`config.mk`:
```
export PLATFORM = sky130hd
export DESIGN_NAME = blk_xlate_array
export DESIGN_NICKNAME = d
export VERILOG_FILES = /design/src/rtl/blk_xlate_array.sv
export SDC_FILE = /design/constraint.sdc
export NUM_CORES = 1
export LEC_CHECK = 0
export ABC_AREA = 1
export CORE_ASPECT_RATIO = 1.1
export CORE_MARGIN = 4
export CORE_UTILIZATION = 40
export DETAILED_ROUTE_END_ITERATION = 10
export DONT_BUFFER_PORTS = 1
export PLACE_DENSITY = 0.58
export SLEW_MARGIN = 5
export SYNTH_ARGS = -nofsm -noshare
export SYNTH_HDL_FRONTEND = slang
export SYNTH_SLANG_ARGS = --single-unit
export TNS_END_PERCENT = 5
```
`constraint.sdc`:
```
create_clock -name clk -period 3.1 [get_ports clk]
set_clock_uncertainty 0.1 [all_clocks]
set_input_delay 0.62 -clock clk [delete_from_list [all_inputs] [get_ports clk]]
set_output_delay 0.62 -clock clk [all_outputs]
set_load 0.01 [all_outputs]
```
`src/rtl/blk_xlate_array.sv`:
```
module blk_xlate_array #(
  parameter int N   = 4,
  parameter int AW  = 32,
  parameter int OFS = 17,
  parameter int MW  = 11
) (
  input  logic                 clk,
  input  logic                 rst_n,
  input  logic                 wr_en,
  input  logic [$clog2(N)-1:0] wr_idx,
  input  logic [AW-OFS-1:0]    wr_eblk,
  input  logic [MW-1:0]        wr_mask,
  input  logic [AW-OFS-1:0]    wr_pblk,
  input  logic                 wr_valid,
  input  logic                 xlate_en,
  input  logic [AW-1:0]        ea,
  output logic                 hit,
  output logic                 bypass,
  output logic [$clog2(N)-1:0] hit_idx,
  output logic [AW-1:0]        pa
);
  localparam int BW = AW - OFS;
  localparam int IW = $clog2(N);

  logic [N-1:0]  vld;
  logic [BW-1:0] eblk [N];
  logic [BW-1:0] keep [N];
  logic [BW-1:0] pblk [N];
  logic [N-1:0]  match;

  wire [BW-1:0] ea_blk = ea[AW-1:OFS];

  for (genvar i = 0; i < N; i++) begin : g_ent
    always_ff @(posedge clk) begin
      if (!rst_n) begin
        vld[i]  <= 1'b0;
        eblk[i] <= '0;
        keep[i] <= '0;
        pblk[i] <= '0;
      end else if (wr_en && wr_idx == IW'(i)) begin
        vld[i]  <= wr_valid;
        eblk[i] <= wr_eblk;
        keep[i] <= BW'(wr_mask);
        pblk[i] <= wr_pblk;
      end
    end
    assign match[i] = vld[i] && (((ea_blk ^ eblk[i]) & ~keep[i]) == '0);
  end

  logic [IW-1:0] win;
  logic [BW-1:0] pa_blk;

  always_comb begin
    win = '0;
    for (int i = N - 1; i >= 0; i--)
      if (match[i]) win = IW'(i);
  end

  assign pa_blk  = (pblk[win] & ~keep[win]) | (ea_blk & keep[win]);
  assign bypass  = !xlate_en;
  assign hit     = xlate_en && (match != '0);
  assign hit_idx = hit ? win : '0;
  assign pa      = !xlate_en ? ea : hit ? {pa_blk, ea[OFS-1:0]} : '0;
endmodule


```
After elaboration in Yosys (flattened, before gate mapping)
Memory sizes are Yosys's and may differ from the RTL's.
Cells that the tools add are included.
{"block": "totals", "register_bits": 4, "mem_bits_rw": 164, "input_bits": 80, "word_cells": 86, "n_memories": 3}
{"name": "eblk", "depth": 4, "word_bits": 15, "read_ports": 4, "rd_clocked_by_memory_dff": 0, "write_ports": 4, "line_no": "26", "source": "logic [BW-1:0] eblk [N];"}
{"name": "pblk", "depth": 4, "word_bits": 15, "read_ports": 1, "rd_clocked_by_memory_dff": 0, "write_ports": 4, "line_no": "28", "source": "logic [BW-1:0] pblk [N];"}
{"name": "keep", "depth": 4, "word_bits": 11, "read_ports": 5, "rd_clocked_by_memory_dff": 0, "write_ports": 4, "line_no": "27", "source": "logic [BW-1:0] keep [N];"}
{"block": "op_classes", "eq_ne": 3, "n_mux": 32, "bitwise_logic": 28, "n_reduce_logical": 16}
{"op": "two-way mux 15 bit", "count": 8}
{"op": "bitwise AND 15 bit", "count": 6}
{"op": "inverter 15 bit", "count": 5}
{"op": "two-way mux 32 bit", "count": 2}
{"op": "zero test 15 bit", "count": 4}
{"op": "bitwise XOR 15 bit", "count": 4}
{"op": "two-way mux 11 bit", "count": 4}
{"op": "bitwise OR 15 bit", "count": 1}
{"op": "two-way mux 1 bit", "count": 13}
{"op": "bitwise OR 1 bit", "count": 12}
{"op": "two-way mux 2 bit", "count": 5}
{"op": "logical AND 1 bit", "count": 9}
{"op": "equality test 2 bit (second input constant)", "count": 2}
{"op": "nonzero test 4 bit", "count": 1}
{"op": "equality test 2 x 1 -> 1 bit (second input constant)", "count": 1}
{"op": "zero test 2 bit", "count": 1}
{"op": "zero test 1 bit", "count": 1}

Logic depth before layout (Yosys ltp)
Gate-level depths: netlist (run 1).
An unclocked memory read counts as a cell.
{"block": "logic_depth", "ltp_word": 15, "depth_mapped": 19}

Worst setup path before layout (run 1)
No wires, ideal clock.
{"block": "synth_timing", "path_kind": "input -> output", "start": "input port ea[26]", "end": "output port pa[24]", "arrival_ns": 2.133, "setup_slack_ns": 0.247, "path_stages": 14, "path_buffers": 2, "cell_sequence": "buf_2 -> or2_1 -> nand2_1 -> nand2_1 -> nor2_1 -> nand2_1 -> o21ai_2 -> nand3_2 -> buf_4 -> nand3_1 -> nand2_1 -> nand2_1 -> nand3_1 -> nand2_1"}
{"block": "synth_via", "elab_chain_cells": 14}
{"item": "start: declaration", "line_no": "16", "source": "input logic [AW-1:0] ea,"}
{"item": "bitwise XOR 15 bit", "line_no": "47", "source": "assign match[i] = vld[i] && (((ea_blk ^ eblk[i]) & ~keep[i]) == '0);"}
{"item": "bitwise AND 15 bit", "line_no": "47"}
{"item": "zero test 15 bit", "line_no": "47"}
{"item": "logical AND 1 bit", "line_no": "47"}
{"item": "two-way mux 2 bit (4 in series)", "line_no": "56", "source": "if (match[i]) win = IW'(i);"}
{"item": "memory read (4 x 11 bit)"}
{"item": "inverter 15 bit", "line_no": "59", "source": "assign pa_blk = (pblk[win] & ~keep[win]) | (ea_blk & keep[win]);"}
{"item": "bitwise AND 15 bit", "line_no": "59"}
{"item": "bitwise OR 15 bit", "line_no": "59"}
{"item": "two-way mux 32 bit * (2 in series)", "line_no": "63", "source": "assign pa = !xlate_en ? ea : hit ? {pa_blk, ea[OFS-1:0]} : '0;"}
{"item": "end: declaration", "line_no": "20", "source": "output logic [AW-1:0] pa"}
Mark *: on every way between the ends. The rest lies on a longest branch, timed or not.

==> run_results.csv, run 1 <==
group,metric,value,unit
outcome,outcome,"finished with violations",
outcome,violations,"setup timing",
setup_path,crit_required,2.38,ns
setup_path,cp.arrival,2.53,ns
setup_path,path_cells,"or2_0, nand2_1, nand2_2, nor2_4, nand2_2, nor2_2, nand2_2, nand2_4, nand2_8, buf_8, clkbuf_16, nand2_1, nand3_1, nand2_1, nand2_1, nand3_2, nand2_2",
route,initialDrtViolationCount,542,
pwr,power,5.55,mW
timing,fin_ws,-0.146,ns
pwr,p_per_area,527,nW/um^2
timing,grt_setup_unrepaired,"true",
die,die_h,162,um
grt,grt_max_degree,43,
route,wl,24900,um
place,gp_congestion,0.818,
die,die_x,148,um
timing,maxSlewHeadroom,58.4,%
clocking,clock_sinks,168,
clocking,cts_tree,"done",
die,initial_utilization,40.5,%
synth,syn_area,8600,sq um
die,die_area,23900,sq um
pwr,ir_drop,405,uV
place,place_ws,-0.0144,ns
place,place_hpwl,16300,um
grt,antenna_found_initial,1,
clocking,clk_latency,0.43,ns
clocking,clkTransAtPathRegs,0.07,ns
synth,synth-seq-cells,168,
route,via_per_inst,5.12,
min_path,holdCritStartpoint,"rst_n",
timing,finalSetupViolations,33,
synth,ys_types,31,
synth,syn_inst,1015,
route,ant_nets,0,
pwr,p_leak,4.52,nW
timing,tightest_slew,0.621,ns
setup_path,crit_path_start,"eblk[3][6]",
synth,post_synth.cell_area_avg,8.48,sq um
die,ioPinCount,116,
clocking,cts-htree-levels,4,
synth,yosys_warnings,0,
synth,synth_nets,1095,
die,rows,56,
grt,grt_pass1_wl,37100,um
timing,period_needed,3.25,ns
cells_and_area,nNetsFinal,1116,
route,drc,0,
route,via_count,6855,
clocking,ctsHoldBuffers,0,
cells_and_area,layout-drive-gt1-share,21.5,%
cells_and_area,instances_no_fill,1339,
setup_path,critPathMaxStageDelay,0.37,ns
min_path,hold_path_class,"in2reg",
timing,final_hold_viol_count,0,
timing,drv_slew,0,
clocking,cts_buffers,17,
timing,holdWs,0.230,ns
setup_path,timing.rr.start,"vld[0]",
setup_path,worst-path-max-fanout,6,
setup_path,crit_slowest_cell,"edfxtp_1",
grt,grt_util_all_layers,20.5,%
job,maxCapViolations,0,
grt,grt_pass1_vias,6825,
synth,synth-seq-area-share,58.2,%
place,placed_cells,1291,
clocking,clk_path_buf_depth,2,
setup_path,cpLargestDelayFamily,"simple AND/OR/NAND/NOR gates",
cells_and_area,synthToLayoutAreaGrowth,22.4,%
grt,grt_overflow,0,
route,wl_per_cell,18.6,um
setup_path,start_kind,"flop",
route,drt_first_pass_iters,5,
timing,fmax,308,MHz
timing,finalCritPeriodShare,105,%
die,core_region_area,21200,sq um
setup_path,crit_type,"reg2out",
setup_path,crit_buf_inv,2,
clocking,cts_root_buf,"clkbuf_16",
setup_path,worst_setup_path_end_kind,"output port",
cells_and_area,antenna_cells,0,
cells_and_area,fillCellCount,1975,
place,port_buffers,0,
-- cell usage in the layout (no fill, tap or decap), drive strengths merged --
cell type	synthesis	routed
nand2	244	244
nor2	229	229
edfxtp	164	164
nand3	147	147
inv	120	121
buf	27	48
clkbuf	23	24
o21ai	15	15
a21oi	10	10
or2	8	8
nor3	6	6
bufinv	0	5
nand3b	4	4
xnor2	4	4
dfxtp	4	4
nand4	4	4
clkinv	0	4
xor2	3	3
o22ai	2	2
clkinvlp	0	2
o21bai	1	1
-- where the power goes --
| group | total [mW] | switching [mW] | internal, mW | leakage, nW |
|---|---|---|---|---|
| sequential | 2.74 | 0.0781 | 2.67 | 1.65 |
| clock | 2.31 | 0.882 | 1.43 | 0.300 |
| combinational | 0.489 | 0.334 | 0.155 | 2.57 |
| total | 5.55 | 1.29 | 4.25 | 4.52 |
-- final timing paths --
path                 end  slack, ns  cells past startpoint
hold / removal    vld[3]       0.23                      2
setup reg to reg  vld[0]       2.39                      2
hold reg to reg   vld[2]       0.39                      2
setup / recovery  pa[23]      -0.15                     17
-- routing by layer --
metal / GRT usage (%) / wire length, um / vias up
li1: - / - / 3302
met1: 25.1 / 10000 / 3246
met2: 35.4 / 12300 / 260
met3: 4.66 / 1890 / 45
met4: 7.52 / 771 / 2
met5: 0 / 13 / -
-- through the flow --
stage | util, % | setup TNS (ns) | area [sq um]
global route | 49.6 | -7.07 | 10500
CTS | 46.9 | -1.54 | 9960
floorplan | - | 0 | 8600
finish | 49.6 | -1.80 | 10500
detailed placement | 42.9 | -0.0246 | 9110
global placement | 42.9 | -0.00413 | 9110
-- logic make-up after synthesis --
| group | synth area share, % |
|---|---|
| buf+inv | 8.08 |
| compound gates | 1.73 |
| xor+xnor | 0.713 |
| flops | 58.2 |
| simple gates | 31.3 |
-- layout make-up --
| class | instances | area [sq um] | share of cell area, % |
|---|---|---|---|
| Sequential cell | 168 | 5000 | 47.5 |
| Multi-Input combinational cell | 677 | 3430 | 32.5 |
| Timing Repair Buffer | 52 | 651 | 6.18 |
| Inverter | 120 | 450 | 4.28 |
| Clock buffer | 20 | 437 | 4.15 |
| Tap cell | 290 | 363 | 3.45 |
| Clock inverter | 12 | 199 | 1.89 |
-- sequential cells by signal (all words and copies together), names as in the netlist --
signal / count
vld: 4
eblk: 60
keep: 44
pblk: 60
-- synth_stat cells --
cell,instances,share of area (%)
inv_1,119,5.2
nor3_1,5,0.29
buf_2,19,1.1
nand2_1,241,11
nand3b_1,4,0.35
nor2_1,227,9.9
dfxtp_1,4,0.93
nor3_2,1,0.12
nor2_2,1,0.073
o22ai_1,2,0.15
nand3_2,1,0.12
or2_1,4,0.29
nor2_4,1,0.13
nand4_4,1,0.25
a21oi_1,10,0.58
nand2_4,1,0.13
inv_2,1,0.044
buf_6,1,0.13
o21ai_2,1,0.10
o21ai_0,14,0.81
or2_2,2,0.15
edfxtp_1,164,57
clkbuf_1,23,1.0
nand4_1,3,0.22
nand2_2,2,0.15
xnor2_1,4,0.41
o21bai_1,1,0.087
nand3_1,146,8.5
buf_4,7,0.61
or2_0,2,0.15
xor2_1,3,0.31
-- repair_timing --
action                     in CTS  in global routing
pin swaps                       9                 47
setup endpoints to repair      33                 34
setup buffers                   0                 11
gates resized for setup        59                 99
gates cloned                    1                  5
Power figures use the tool's default switching activity.
==> inputs of run 2 (changes only) <==
- RECOVER_POWER: unset -> 50
- REMOVE_ABC_BUFFERS: unset -> 1
==> run_results.csv, run 2 (synthesis gave the netlist of run 1 again) <==
group,metric,value,unit
min_path,hold_path_class,"in2reg",
clocking,clock_sinks,168,
clocking,clk_latency,0.43,ns
outcome,violations,"capacitance limit, slew limit, setup timing",
route,drt_first_pass_iters,5,
cells_and_area,synthToLayoutAreaGrowth,20.6,%
outcome,outcome,"finished with violations",
route,wl,25200,um
timing,period_needed,3.28,ns
grt,grt_pass1_wl,36800,um
timing,maxSlewHeadroom,-13.1,%
setup_path,worst_r2r_path_depth,2,
clocking,cts-htree-levels,4,
die,die_h,162,um
clocking,cts_buffers,17,
setup_path,start_kind,"flop",
die,rows,56,
die,ioPinCount,116,
place,placed_cells,1291,
die,core_region_area,21200,sq um
clocking,cts_root_buf,"clkbuf_16",
timing,fmax,305,MHz
timing,finalSetupViolations,17,
clocking,clkTransAtPathRegs,0.07,ns
setup_path,cp.arrival,2.56,ns
route,via_count,6890,
place,port_buffers,0,
die,die_area,23900,sq um
clocking,clk_path_buf_depth,2,
route,via_per_inst,5.13,
timing,fin_ws,-0.178,ns
grt,antenna_found_initial,0,
setup_path,crit_type,"reg2out",
setup_path,crit_required,2.38,ns
clocking,ctsHoldBuffers,0,
cells_and_area,top_regs,"eblk (60), pblk (60), keep (44)",
timing,tightest_slew,1.70,ns
min_path,min_path_cells,2,
die,initial_utilization,40.5,%
cells_and_area,finish.utilization,48.9,%
pwr,p_leak,4.48,nW
route,drc,0,
timing,drv_slew,28,
grt,grt_pass1_vias,6547,
timing,grt_setup_unrepaired,"true",
place,place_hpwl,15500,um
grt,grt_util_all_layers,20.3,%
cells_and_area,layout-drive-gt1-share,17.4,%
pwr,p_per_area,526,nW/um^2
grt,grt_overflow,0,
job,maxCapViolations,1,
clocking,cts_tree,"done",
cells_and_area,mostFrequentLayoutCells,"219 x nor2_1, 211 x nand2_1, 164 x edfxtp_1",
cells_and_area,nNetsFinal,1119,
route,initialDrtViolationCount,550,
place,gp_congestion,0.809,
timing,final_hold_viol_count,0,
route,ant_nets,0,
timing,finalCritPeriodShare,106,%
cells_and_area,layout_commonest_cell,"nor2_1",
grt,grt_max_degree,43,
die,die_x,148,um
pwr,ir_drop,398,uV
cells_and_area,instances_no_fill,1343,
route,wl_per_cell,18.8,um
setup_path,worst_setup_path_end_kind,"output port",
setup_path,worst-path-max-fanout,7,
## run 2: cell types whose count changed in the layout (fill, tap and decap cells not counted), sizes merged
| cell | previous run | this run |
|---|---|---|
| clkinvlp | 2 | 1 |
| clkbuf | 24 | 29 |
| bufinv | 5 | 3 |
| buf | 48 | 42 |
| inv | 121 | 127 |
| nand2 | 244 | 245 |
| diode | 0 | 1 |
## run 2: final cells by class
type	count	area, sq um
fillers	2013	10900
flip-flops and latches	168	5000
multi-input cells	678	3280
repair buffers	54	662
inverters	120	450
clock buffers	17	425
well taps	290	363
clock inverters	15	189
diodes	1	2.50
## run 2: routing by layer
metal  vias to the layer above  global-route usage (%)  wire length, um
li1                       3313                       -                -
met1                      3264                    25.5            10300
met2                       276                    34.2            12300
met3                        37                    5.30             1970
met4                         0                    7.06              657
met5                         -                       0                0
## run 2: final timing paths
check	start	slack [ns]	to
hold reg to reg	vld[0]	0.40	vld[0]
setup reg to reg	vld[1]	2.36	vld[1]
setup / recovery	eblk[3][6]	-0.18	pa[17]
hold / removal	rst_n	0.24	vld[3]
## run 2: metrics by stage
| stage | setup slack [ns] | power, mW | hold WS, ns | setup TNS, ns | area [sq um] |
|---|---|---|---|---|---|
| 6_report | -0.178 | 5.46 | 0.237 | -2.16 | 10400 |
| 4_1_cts | -0.165 | 5.47 | 0.217 | -2.88 | 9980 |
| 2_1_floorplan | -0.241 | 3.06 | 0.346 | -3.52 | 8360 |
| 5_1_grt | -0.279 | 5.64 | 0.246 | -6.78 | 10400 |
| 3_3_place_gp | -0.0132 | 3.22 | 0.380 | -0.0280 | 9140 |
| 3_5_place_dp | -0.0249 | 3.23 | 0.389 | -0.0545 | 9140 |
## run 2: what timing repair did
| action | 4_1_cts | 5_1_grt |
|---|---|---|
| pin swaps | 7 | 23 |
| setup buffers | 2 | 6 |
| gates cloned | 2 | 10 |
| gates resized for setup | 62 | 51 |
| endpoints found under the setup margin | 34 | 35 |
## run 2: where the power goes
group / internal, mW / switching (mW)
Sequential: 2.67 / 0.0704
Combinational: 0.145 / 0.336
Clock: 1.29 / 0.949
Total: 4.10 / 1.36
## run 2: worst max-delay path: stages (launching register included)
cell and delay, ns:
edfxtp_1 0.42, or2_0 0.24, nand2_1 0.07, nand2_2 0.08, nor2_4 0.16, nand2_4 0.08, nor2_4 0.11, nand2_4 0.07
nand2_8 0.14, nand2_8 0.12, clkbuf_16 0.18, nand2_1 0.05, nand3_1 0.08, nand3_1 0.11, nand3_2 0.11, nand2_2 0.10
